===== src/rtl/phy_seq_pkg.sv =====
package phy_seq_pkg;

  typedef enum logic [1:0] {
    OP_INIT = 2'd0,
    OP_EXIT = 2'd1,
    OP_ON   = 2'd2,
    OP_OFF  = 2'd3
  } op_e;

  typedef enum logic [1:0] {
    ST_IDLE  = 2'd0,
    ST_ISSUE = 2'd1,
    ST_WAIT  = 2'd2,
    ST_DOWN  = 2'd3
  } st_e;

  // Bring-up commands walk the group upwards, tear-down commands downwards.
  function automatic logic op_is_up(op_e op);
    return (op == OP_INIT) || (op == OP_ON);
  endfunction

  // Link group commands act on the upper half of the enable vector.
  function automatic logic op_is_link(op_e op);
    return (op == OP_INIT) || (op == OP_EXIT);
  endfunction

  // Position of a step in the flat enable vector.
  function automatic int unsigned flat_bit(op_e op, int unsigned idx, int unsigned n_step);
    return op_is_link(op) ? (n_step + idx) : idx;
  endfunction

  // First power step is the optional reference clock, last is the optional supply.
  function automatic logic step_fitted(op_e op, int unsigned idx, int unsigned last,
                                       logic ext_fit, logic sup_fit);
    if (op_is_link(op)) return 1'b1;
    if (idx == 0)       return ext_fit;
    if (idx == last)    return sup_fit;
    return 1'b1;
  endfunction

endpackage


===== src/rtl/phy_seq_cmd_gate.sv =====
module phy_seq_cmd_gate
  import phy_seq_pkg::*;
(
  input  logic clk,
  input  logic rst_n,
  input  logic cmd_init,
  input  logic cmd_exit,
  input  logic cmd_on,
  input  logic cmd_off,
  input  logic idle,
  output logic accept,
  output op_e  accept_op,
  output logic reject_q
);

  logic [3:0] req;
  logic       any_req;
  logic       single_req;

  always_comb begin
    req        = {cmd_off, cmd_on, cmd_exit, cmd_init};
    any_req    = |req;
    single_req = $onehot(req);
    accept     = idle && single_req;
    if (cmd_init)      accept_op = OP_INIT;
    else if (cmd_exit) accept_op = OP_EXIT;
    else if (cmd_on)   accept_op = OP_ON;
    else               accept_op = OP_OFF;
  end

  always_ff @(posedge clk or negedge rst_n) begin
    if (!rst_n) reject_q <= 1'b0;
    else        reject_q <= any_req && !(idle && single_req);
  end

endmodule


===== src/rtl/phy_seq_timer.sv =====
module phy_seq_timer #(
  parameter int TMO_W = 8
) (
  input  logic             clk,
  input  logic             rst_n,
  input  logic             start,
  input  logic             run,
  input  logic [TMO_W-1:0] limit,
  output logic             expired
);

  logic [TMO_W-1:0] cnt_q;

  always_ff @(posedge clk or negedge rst_n) begin
    if (!rst_n)                      cnt_q <= '0;
    else if (start)                  cnt_q <= '0;
    else if (run && cnt_q != limit)  cnt_q <= cnt_q + 1'b1;
  end

  assign expired = run && (cnt_q == limit);

endmodule


===== src/rtl/phy_seq_ctrl.sv =====
module phy_seq_ctrl
  import phy_seq_pkg::*;
#(
  parameter int N_STEP = 4,
  localparam int N_BIT = 2 * N_STEP,
  localparam int IDX_W = $clog2(N_STEP),
  localparam int BIT_W = $clog2(N_BIT)
) (
  input  logic             clk,
  input  logic             rst_n,
  input  logic             accept,
  input  op_e              accept_op,
  input  logic             ext_fit,
  input  logic             sup_fit,
  input  logic             legacy,
  input  logic [N_BIT-1:0] ack,
  input  logic [N_BIT-1:0] fail,
  input  logic             tmr_expired,
  output logic             tmr_start,
  output logic             waiting,
  output logic             busy,
  output logic [N_BIT-1:0] en_q,
  output logic             done_q,
  output logic             err_q,
  output logic             load_q,
  output logic [IDX_W-1:0] err_step_q,
  output logic             err_tmo_q
);

  localparam logic [IDX_W-1:0] LAST = IDX_W'(N_STEP - 1);

  st_e              st_q;
  op_e              op_q;
  logic [IDX_W-1:0] idx_q;
  logic             failed_q;
  logic             armed_q;

  logic [BIT_W-1:0] cur_bit;
  logic             fitted;
  logic             at_last;
  logic             ack_hit;
  logic             fail_hit;
  logic             ev_good;
  logic             ev_bad;
  logic             ev_finish;
  logic             finish_err;

  always_comb begin
    cur_bit   = BIT_W'(flat_bit(op_q, 32'(idx_q), N_STEP));
    fitted    = step_fitted(op_q, 32'(idx_q), N_STEP - 1, ext_fit, sup_fit);
    at_last   = (idx_q == LAST);
    waiting   = (st_q == ST_WAIT);
    busy      = (st_q != ST_IDLE);
    ack_hit   = ack[cur_bit];
    fail_hit  = fail[cur_bit];
    ev_bad    = waiting && (fail_hit || (tmr_expired && !ack_hit));
    ev_good   = waiting && ack_hit && !fail_hit;
    tmr_start = (st_q == ST_ISSUE) && fitted;
  end

  always_comb begin
    ev_finish  = 1'b0;
    finish_err = 1'b0;
    unique case (st_q)
      ST_ISSUE: ev_finish = !fitted && at_last;
      ST_WAIT: begin
        if (ev_bad) begin
          ev_finish  = (idx_q == '0);
          finish_err = 1'b1;
        end else if (ev_good) begin
          ev_finish = at_last;
        end
      end
      ST_DOWN: begin
        ev_finish  = (idx_q == '0);
        finish_err = failed_q;
      end
      default: ;
    endcase
  end

  always_ff @(posedge clk or negedge rst_n) begin
    if (!rst_n) begin
      st_q       <= ST_IDLE;
      op_q       <= OP_INIT;
      idx_q      <= '0;
      en_q       <= '0;
      failed_q   <= 1'b0;
      done_q     <= 1'b0;
      err_q      <= 1'b0;
      load_q     <= 1'b0;
      err_step_q <= '0;
      err_tmo_q  <= 1'b0;
      armed_q    <= 1'b0;
    end else begin
      armed_q <= 1'b1;
      done_q  <= ev_finish;
      err_q   <= ev_finish && finish_err;
      load_q  <= ev_finish && !finish_err && (op_q == OP_INIT) && !legacy;
      unique case (st_q)
        ST_IDLE: begin
          if (accept) begin
            op_q       <= accept_op;
            failed_q   <= 1'b0;
            err_step_q <= '0;
            err_tmo_q  <= 1'b0;
            if (op_is_up(accept_op)) begin
              idx_q <= '0;
              st_q  <= ST_ISSUE;
            end else begin
              idx_q <= LAST;
              st_q  <= ST_DOWN;
            end
          end
        end
        ST_ISSUE: begin
          if (fitted) begin
            en_q[cur_bit] <= 1'b1;
            st_q          <= ST_WAIT;
          end else if (!at_last) begin
            idx_q <= idx_q + 1'b1;
          end
        end
        ST_WAIT: begin
          if (ev_bad) begin
            en_q[cur_bit] <= 1'b0;
            err_step_q    <= idx_q;
            err_tmo_q     <= !fail_hit;
            failed_q      <= 1'b1;
            if (idx_q != '0) begin
              idx_q <= idx_q - 1'b1;
              st_q  <= ST_DOWN;
            end
          end else if (ev_good && !at_last) begin
            idx_q <= idx_q + 1'b1;
            st_q  <= ST_ISSUE;
          end
        end
        ST_DOWN: begin
          en_q[cur_bit] <= 1'b0;
          if (idx_q != '0) idx_q <= idx_q - 1'b1;
        end
        default: st_q <= ST_IDLE;
      endcase
      if (ev_finish) st_q <= ST_IDLE;
    end
  end

  // a bring-up never raises more than one control in a cycle
  p_single_rise_r2: assert property (@(posedge clk) disable iff (!rst_n)
    armed_q |-> ($countones(en_q & ~$past(en_q)) <= 1));

  // tear-down and unwind cycles only ever lower controls
  p_down_no_rise_r3: assert property (@(posedge clk) disable iff (!rst_n)
    (st_q == ST_DOWN) |=> ((en_q & ~$past(en_q)) == '0));

  // a failed step loses its enable on the following cycle
  p_bad_step_drops_r6: assert property (@(posedge clk) disable iff (!rst_n)
    ev_bad |=> ($countones(en_q) < $countones($past(en_q))));

  // without an accepted command the controls stay put while idle
  p_idle_holds_r8: assert property (@(posedge clk) disable iff (!rst_n)
    ((st_q == ST_IDLE) && !accept) |=> $stable(en_q));

  // completion is reported for exactly one cycle
  p_done_single_r10: assert property (@(posedge clk) disable iff (!rst_n)
    done_q |=> !done_q);

endmodule


===== src/rtl/phy_pwr_seq.sv =====
module phy_pwr_seq
  import phy_seq_pkg::*;
#(
  parameter int N_STEP = 4,
  parameter int TMO_W  = 8,
  localparam int N_BIT = 2 * N_STEP,
  localparam int IDX_W = $clog2(N_STEP)
) (
  input  logic             clk,
  input  logic             rst_n,
  input  logic             cmd_init_i,
  input  logic             cmd_exit_i,
  input  logic             cmd_on_i,
  input  logic             cmd_off_i,
  input  logic             ext_clk_fitted_i,
  input  logic             bus_sup_fitted_i,
  input  logic             legacy_i,
  input  logic [TMO_W-1:0] tmo_limit_i,
  input  logic [N_BIT-1:0] ack_i,
  input  logic [N_BIT-1:0] fail_i,
  output logic [N_BIT-1:0] en_o,
  output logic             busy_o,
  output logic             done_o,
  output logic             err_o,
  output logic [IDX_W-1:0] err_step_o,
  output logic             err_tmo_o,
  output logic             reject_o,
  output logic             load_o
);

  logic accept;
  op_e  accept_op;
  logic tmr_start;
  logic tmr_expired;
  logic waiting;
  logic any_cmd;

  assign any_cmd = cmd_init_i | cmd_exit_i | cmd_on_i | cmd_off_i;

  phy_seq_cmd_gate u_gate (
    .clk       (clk),
    .rst_n     (rst_n),
    .cmd_init  (cmd_init_i),
    .cmd_exit  (cmd_exit_i),
    .cmd_on    (cmd_on_i),
    .cmd_off   (cmd_off_i),
    .idle      (!busy_o),
    .accept    (accept),
    .accept_op (accept_op),
    .reject_q  (reject_o)
  );

  phy_seq_timer #(.TMO_W(TMO_W)) u_timer (
    .clk     (clk),
    .rst_n   (rst_n),
    .start   (tmr_start),
    .run     (waiting),
    .limit   (tmo_limit_i),
    .expired (tmr_expired)
  );

  phy_seq_ctrl #(.N_STEP(N_STEP)) u_ctrl (
    .clk         (clk),
    .rst_n       (rst_n),
    .accept      (accept),
    .accept_op   (accept_op),
    .ext_fit     (ext_clk_fitted_i),
    .sup_fit     (bus_sup_fitted_i),
    .legacy      (legacy_i),
    .ack         (ack_i),
    .fail        (fail_i),
    .tmr_expired (tmr_expired),
    .tmr_start   (tmr_start),
    .waiting     (waiting),
    .busy        (busy_o),
    .en_q        (en_o),
    .done_q      (done_o),
    .err_q       (err_o),
    .load_q      (load_o),
    .err_step_q  (err_step_o),
    .err_tmo_q   (err_tmo_o)
  );

  // an expired wait never continues into another wait cycle
  p_tmo_ends_wait_r7: assert property (@(posedge clk) disable iff (!rst_n)
    tmr_expired |=> !waiting);

  // a command during a running sequence is always refused
  p_busy_cmd_rejected_r8: assert property (@(posedge clk) disable iff (!rst_n)
    (busy_o && any_cmd) |=> reject_o);

  // loader start only accompanies a clean completion outside legacy mode
  p_load_clean_r9: assert property (@(posedge clk) disable iff (!rst_n)
    load_o |-> (done_o && !err_o && !$past(legacy_i)));

endmodule


===== config.mk =====
export PLATFORM = sky130hd
export DESIGN_NAME = phy_pwr_seq
export DESIGN_NICKNAME = d
export VERILOG_FILES = /design/src/rtl/phy_seq_pkg.sv /design/src/rtl/phy_seq_cmd_gate.sv /design/src/rtl/phy_seq_timer.sv /design/src/rtl/phy_seq_ctrl.sv /design/src/rtl/phy_pwr_seq.sv
export SDC_FILE = /design/constraint.sdc
export NUM_CORES = 1
export LEC_CHECK = 0
export BUFFER_PORTS_ARGS = -buffer_cell sky130_fd_sc_hd__buf_2
export CAP_MARGIN = 20
export CORE_MARGIN = 1.5
export CORE_UTILIZATION = 45
export CTS_CLUSTER_DIAMETER = 40
export DETAILED_ROUTE_END_ITERATION = 8
export GPL_ROUTABILITY_DRIVEN = 0
export GPL_TIMING_DRIVEN = 0
export PLACE_DENSITY = 0.69
export SYNTH_ARGS = -nofsm -noshare
export SYNTH_HDL_FRONTEND = slang
export SYNTH_SLANG_ARGS = --single-unit
export TNS_END_PERCENT = 10

===== constraint.sdc =====
create_clock -name clk -period 3.3 [get_ports clk]
set_input_delay 0.495 -clock clk [delete_from_list [all_inputs] [get_ports clk]]
set_output_delay 0.495 -clock clk [all_outputs]
set_load 0.005 [all_outputs]

==> run_results.csv, run 1 <==
group,metric,value,unit
yosys,synth_adder_area_share,10.22,%
yosys,yosys.area.top_type,"dfrtp_1",
timing,timing.fmax,0.3587,GHz
yosys,synth_edf_count,0,
yosys,synth-seq-cells,30,
critical_path,crit_type,"flop to flop",
clock_network,cts_resized,0,
yosys,synth_top_family_by_area,"simple AND/OR/NAND/NOR gates",
critical_path,cp.arrival,2.94,ns
yosys,synth_cells,198,
yosys,yosysWarnings,0,
min_path,hold_path_class,"input port to asynchronous set/reset pin",
critical_path,crit_path_max_fanout,10,
timing,fin_crit_sh,84.49,%
power,p_leak,0.001161,uW
timing,period_minus_slack,2.788,ns
yosys,synth.net_count,247,
die,die_w,70.22,um
finish,fill_cells,406,
clock_network,numCtsBuffers,5,
global_route,overflow,0,
timing,finalSetupViolCount,0,
power,power.total,1992,uW
place,dp.cells,298,
yosys,ys_async_sr_fraction,100.0,%
finish,area_growth,19.08,%
finish,diodes,0,
yosys,synth_compound_area_share,14.03,%
routing,drc,0,
routing,dr.pass1.iters,4,
clock_network,clock_sinks,30,
finish,utilization,55.60,%
clock_network,holdBufCountCts,0,
finish,stdcell_count,304,
global_route,grt_pass1_vias,1658,
yosys,synth_top_cells_by_area,"dfrtp_1, ha_1, mux2_2",
routing,viasPerCell,5.490,
timing,hold_violations,0,
timing,clock_skew,0.005574,ns
timing,rsz0062_at_grt,"no",
power,power_density,822.7,nW/um^2
clock_network,cts.htree.levels,2,
place,dpl.hpwl,3338,um
critical_path,crit_path_end_kind,"flop",
die,start_util,46.70,%
finish,drive_above_1_share,32.14,%
global_route,grt_use_total,19.58,%
die,dieArea,4930,um^2
clock_network,clockBufferDepth,2,
die,io_pins,49,
yosys,synth_top_flop_cell,"dfrtp_1",
outcome,run_status,"completed",
global_route,grt_max_degree,31,
critical_path,worst-endpoint-required,3.45,ns
clock_network,cts_tree,"done",
die,core,4354,um^2
clock_network,cts-root-buf,"clkbuf_8",
die,rows,24,
yosys,synth-seq-area-share,36.92,%
finish,multi_input_area,1222,um^2
yosys,synthSimpleGateAreaFrac,18.09,%
global_route,antenna_found_initial,0,
job,maxCapViolCount,0,
timing,fin_setup_tns,0,ns
routing,routedWlPerCell,14.19,um
routing,drt-initial-drc-count,74,
finish,nets,302,
place,portBuffers,48,
yosys,avgSynthCellArea,10.27,um^2
clock_network,path_clk_slew,0.06,ns
clock_network,clock_latency,0.28,ns
yosys,syn_area,2033,um^2
power,ir_drop,0.0002732,V
timing,slew_violations,0,
yosys,synth_top_area_share,36.92,%
clock_network,cts_setup_buffers,0,
timing,slew_headroom,54.51,%
yosys,synth_xor_area_share,6.462,%
critical_path,crit_path_start_kind,"flop",
routing,vias,1669,
yosys,yosys-mux-area-fraction,11.32,%
timing,worstMarginPinSlew,0.6761,ns
routing,drt-total-wl,4314,um
finish,seq_area,750.7,um^2
routing,final_antenna_net_count,0,
die,die-height,70.22,um
yosys,synth_cell_types,51,
global_route,grt_pass1_wl,7507,um
worst max-delay path, stage by stage, from the launching register on:
cell      delay, ns
dfrtp_1        0.50
buf_2          0.27
inv_1          0.13
ha_1           0.29
nor3b_1        0.29
o21ai_0        0.11
and2_1         0.18
clkbuf_1       0.21
o2111a_1       0.35
nand3_1        0.11
xor2_1         0.16
nor2_1         0.06
final cells by class:
| cell class | instances | area share (%) |
|---|---|---|
| buffer | 6 | 1.085 |
| multi-input combinational | 153 | 50.49 |
| sequential | 30 | 31.01 |
| clock buffer | 6 | 3.411 |
| timing repair buffer | 48 | 9.922 |
| inverter | 9 | 1.395 |
| tap | 52 | 2.687 |
kinds of logic after synthesis:
kind of cell / after synthesis
and+or+nand+nor: 67
muxes: 17
xor gates and xnor gates: 15
AOI/OAI and AO/OA: 38
adders and majority gates: 16
buffers and inverters: 15
DFF: 30
cell usage after synthesis, types with 3 or more instances:
master / instances
inv_1: 9
o21ai_0: 7
nand3_1: 5
ha_1: 15
mux2_2: 11
and3_1: 3
a32o_1: 3
nor4_1: 3
a21o_1: 3
dfrtp_1: 30
a21oi_1: 7
clkbuf_1: 3
buf_2: 3
nand2_1: 18
nor2_1: 17
xor2_1: 13
per-layer routing:
metal / routed length (um) / track usage (%) / vias up
li1: - / - / 821
met1: 2012 / 26.00 / 787
met2: 1985 / 30.16 / 53
met3: 230 / 5.339 / 8
met4: 85 / 8.333 / 0
met5: 0 / 0 / -
cell usage in the layout (no fill, tap or decap), drive strengths merged, types with 6 or more instances in the layout:
cell type / n
clkbuf: 9
nand3: 6
o21ai: 7
nor2: 17
mux2: 12
inv: 9
ha: 15
buf: 51
xor2: 13
dfrtp: 30
a21oi: 9
nand2: 18
power by group:
| part | total (uW) | internal, uW | switching, uW |
|---|---|---|---|
| logic | 1110 | 492 | 618 |
| registers | 591 | 492 | 98.2 |
| clock network | 291 | 160 | 130 |
| total | 1990 | 1150 | 847 |
worst paths after layout:
| kind | cells after the start | endpoint | startpoint | slack (ns) |
|---|---|---|---|---|
| hold / removal | 1 | u_ctrl.op_q[0]$_DFFE_PN0P_ | rst_n | 0.24 |
| hold reg to reg | 1 | flop | flop | 0.50 |
| min in group clk | 1 | flop | flop | 0.50 |
| setup reg to reg | 11 | u_timer.cnt_q[5]$_DFFE_PN0P_ | u_ctrl.idx_q[0]$_DFFE_PN0P_ | 0.51 |
| max in group asynchronous | 1 | asynchronous set/reset pin | rst_n | 2.63 |
| setup / recovery | 11 | u_timer.cnt_q[5]$_DFFE_PN0P_ | u_ctrl.idx_q[0]$_DFFE_PN0P_ | 0.51 |
metrics by stage:
step | hold slack (ns) | setup WS (ns) | instance area [um^2]
2_1_floorplan | 0.1994 | 0.6483 | 2033
3_3_place_gp | 0.4817 | 0.2714 | 2338
3_5_place_dp | 0.4864 | 0.2620 | 2338
4_1_cts | 0.2692 | 0.5233 | 2421
5_1_grt | 0.2987 | 0.2813 | 2421
6_report | 0.2429 | 0.5120 | 2421
Power figures use the tool's default switching activity.
==> inputs of run 2 (changes only) <==
Settings changed: ABC_AREA set to 1, PLACE_DENSITY 0.69 to 0.68.
Clock period 3.3 ns to 2.77 ns, I/O delays scaled along.
==> run 2 against run 1 <==
Sequential share of layout area decreased by 1.4 points. Cell area increased by 4.7%. Critical path depth is 1 higher. Clock skew increased by 0.0021 ns. Combinational power is 39% higher. Die area grew 4.7%. Sequential power grew 23%. Hold slack worse by 0.077 ns. Synthesized cell count up 37%. Via count is 13% higher. Clock power is 27% higher. Cell count is 25% higher. Largest cell class unchanged.
==> run_results.csv, run 2 <==
group,metric,value,unit
timing,hold_violations,0,
critical_path,worst-endpoint-required,2.95,ns
place,pre_cts_slack,-0.1028,ns
critical_path,crit_path_end_kind,"flop",
routing,final_antenna_net_count,0,
critical_path,cp.buffers_inverters,2,
finish,drive_above_1_share,27.13,%
yosys,synthSimpleGateAreaFrac,30.67,%
yosys,synth_edf_count,0,
clock_network,clock_latency,0.28,ns
die,rows,24,
timing,period_minus_slack,2.566,ns
finish,area_growth,18.77,%
place,dpl.hpwl,3504,um
routing,drt-initial-drc-count,81,
yosys,synth_top_area_share,35.19,%
critical_path,cp_slowest_cell,"or3b_2",
finish,nets,376,
timing,fin_crit_sh,92.65,%
min_path,hold_path_class,"input port to asynchronous set/reset pin",
routing,drt-total-wl,4411,um
critical_path,crit_path_start_kind,"input port",
clock_network,cts_setup_buffers,0,
timing,final.setup.worst_slack,0.2036,ns
die,die-height,71.85,um
routing,drc,0,
place,portBuffers,48,
routing,viasPerCell,4.961,
yosys,avgSynthCellArea,7.843,um^2
timing,rsz0062_at_grt,"no",
finish,fill_cells,444,
global_route,grt_pass1_vias,1751,
finish,final_cell_mix,"nand2_1, buf_2, dfrtp_1, inv_1, nor2_1",
die,die_w,71.85,um
clock_network,path_clk_slew,0.07,ns
yosys,synth_top_cells_by_area,"dfrtp_1, nand2_1, ha_1",
yosys,synth_top_flop_cell,"dfrtp_1",
outcome,run_status,"completed",
die,core,4444,um^2
critical_path,cp_num_cells,12,
critical_path,crit_type,"input port to flop",
global_route,overflow,0,
routing,dr.pass1.iters,6,
timing,hold_slack,0.1664,ns
clock_network,clock_sinks,30,
timing,slew_violations,0,
clock_network,cts.htree.levels,2,
yosys,yosysWarnings,0,
timing,finalSetupViolCount,0,
clock_network,cts-root-buf,"clkbuf_8",
global_route,antenna_found_initial,0,
global_route,grt_pass1_wl,7596,um
yosys,synth-seq-area-share,35.19,%
global_route,grt_use_total,18.69,%
yosys,synth.net_count,321,
yosys,yosys.area.top_type,"dfrtp_1",
yosys,yosysMostFrequentCell,"nand2_1",
yosys,synth_top_family_by_area,"simple AND/OR/NAND/NOR gates",
clock_network,clockBufferDepth,2,
power,ir_drop,0.0004412,V
global_route,grt_max_degree,31,
yosys,synth_compound_area_share,14.55,%
timing,timing.fmax,0.3897,GHz
critical_path,critical_path.most_common_cell,"nand2_1",
clock_network,cts_resized,0,
timing,slew_headroom,54.60,%
yosys,synth-seq-cells,30,
critical_path,crit_path_max_fanout,6,
yosys,syn_area,2133,um^2
clock_network,cts_tree,"done",
yosys,synth_cells,272,
yosys,ys_async_sr_fraction,100.0,%
timing,clock_skew,0.007624,ns
finish,diodes,0,
routing,routedWlPerCell,11.61,um
job,maxCapViolCount,0,
yosys,synth_cell_types,37,
critical_path,cp.arrival,2.74,ns
power,p_leak,0.001324,uW
die,start_util,48.00,%
timing,worstMarginPinSlew,0.6809,ns
critical_path,r2r_cells,10,
critical_path,crit_chain,"buf_2, inv_1, ha_1, ha_1, fa_1, or3b_2, nor2_1, nor2_1, nor2_2, nand2_1, nand2_1, nand2_1",
power,power_density,1039,nW/um^2
yosys,synth_common_cells,"nand2_1, dfrtp_1, inv_1",
critical_path,crit_family,"simple AND/OR/NAND/NOR gates",
routing,vias,1885,
die,io_pins,49,
clock_network,holdBufCountCts,0,
critical_path,max_stage_delay,0.49,ns
yosys,yosys-mux-area-fraction,0,%
yosys,synth_xor_area_share,2.463,%
finish,final_common_cell,"nand2_1",
clock_network,numCtsBuffers,5,
die,dieArea,5162,um^2
yosys,synth_adder_area_share,9.736,%
[run 2: metal layers]
layer / share of wire, % / global-route usage, % / routed length (um) / up-vias
met1: 49 / 24.11 / 2142 / 856
li1: - / - / - / 992
met3: 3.2 / 4.219 / 140 / 4
met4: 1.1 / 7.757 / 48 / 0
met2: 47 / 30.25 / 2079 / 33
met5: 0 / 0 / 0 / -
[run 2: cells by family after synthesis]
kind of cell | Yosys count
simple gates | 136
xor+xnor | 6
compound gates | 47
buf+inv | 37
flops | 30
fa+ha+maj | 16
[run 2: final cells by class]
| cell class | instances | area, um^2 | area share (%) |
|---|---|---|---|
| clock inverters | 2 | 12.51 | 0.4938 |
| inverters | 33 | 123.9 | 4.889 |
| clock buffers | 6 | 82.58 | 3.259 |
| multi-input cells | 205 | 1225 | 48.35 |
| flip-flops and latches | 30 | 750.7 | 29.63 |
| well taps | 52 | 65.06 | 2.568 |
| plain buffers | 4 | 33.78 | 1.333 |
| repair buffers | 48 | 240.2 | 9.481 |
[run 2: per-stage QoR]
stage / instance area, um^2 / power (uW) / cells / util [%] / setup TNS, ns
finish: 2534 / 2634 / 380 / 57.01 / 0
global route: 2534 / 2913 / 380 / 57.01 / 0
CTS: 2534 / 2662 / 380 / 57.01 / 0
detailed placement: 2439 / 2283 / 372 / 54.87 / -0.3066
global placement: 2439 / 2254 / 372 / 54.87 / -0.01351
floorplan: 2133 / 1898 / 272 / - / 0
[run 2: worst reg2reg max path, stage by stage (launching register included)]
cell and delay [ns]:
dfrtp_1 0.45, inv_2 0.11, buf_6 0.16, ha_1 0.28, a21oi_1 0.23, o21ai_2 0.18, nand2_2 0.19, nand3_1 0.15
nor3b_1 0.27, o21ai_0 0.11, a21oi_1 0.17
[run 2: final timing paths]
path | start | to | slack, ns
min in group clk | legacy_i | u_ctrl.load_q$_DFF_PN0_ | 0.27
max | cmd_init_i | u_ctrl.st_q[1]$_DFFE_PN0P_ | 0.20
max in group asynchronous | rst_n | u_timer.cnt_q[5]$_DFFE_PN0P_ | 2.16
max reg2reg | u_ctrl.idx_q[0]$_DFFE_PN0P_ | u_timer.cnt_q[7]$_DFFE_PN0P_ | 0.41
min | rst_n | u_ctrl.st_q[1]$_DFFE_PN0P_ | 0.17
min reg2reg | flop | flop | 0.48
[run 2: power breakdown]
group	switching [uW]	internal [uW]	leakage (uW)
registers	130	595	0.000383
clock network	170	199	0.0000472
logic	960	580	0.000893
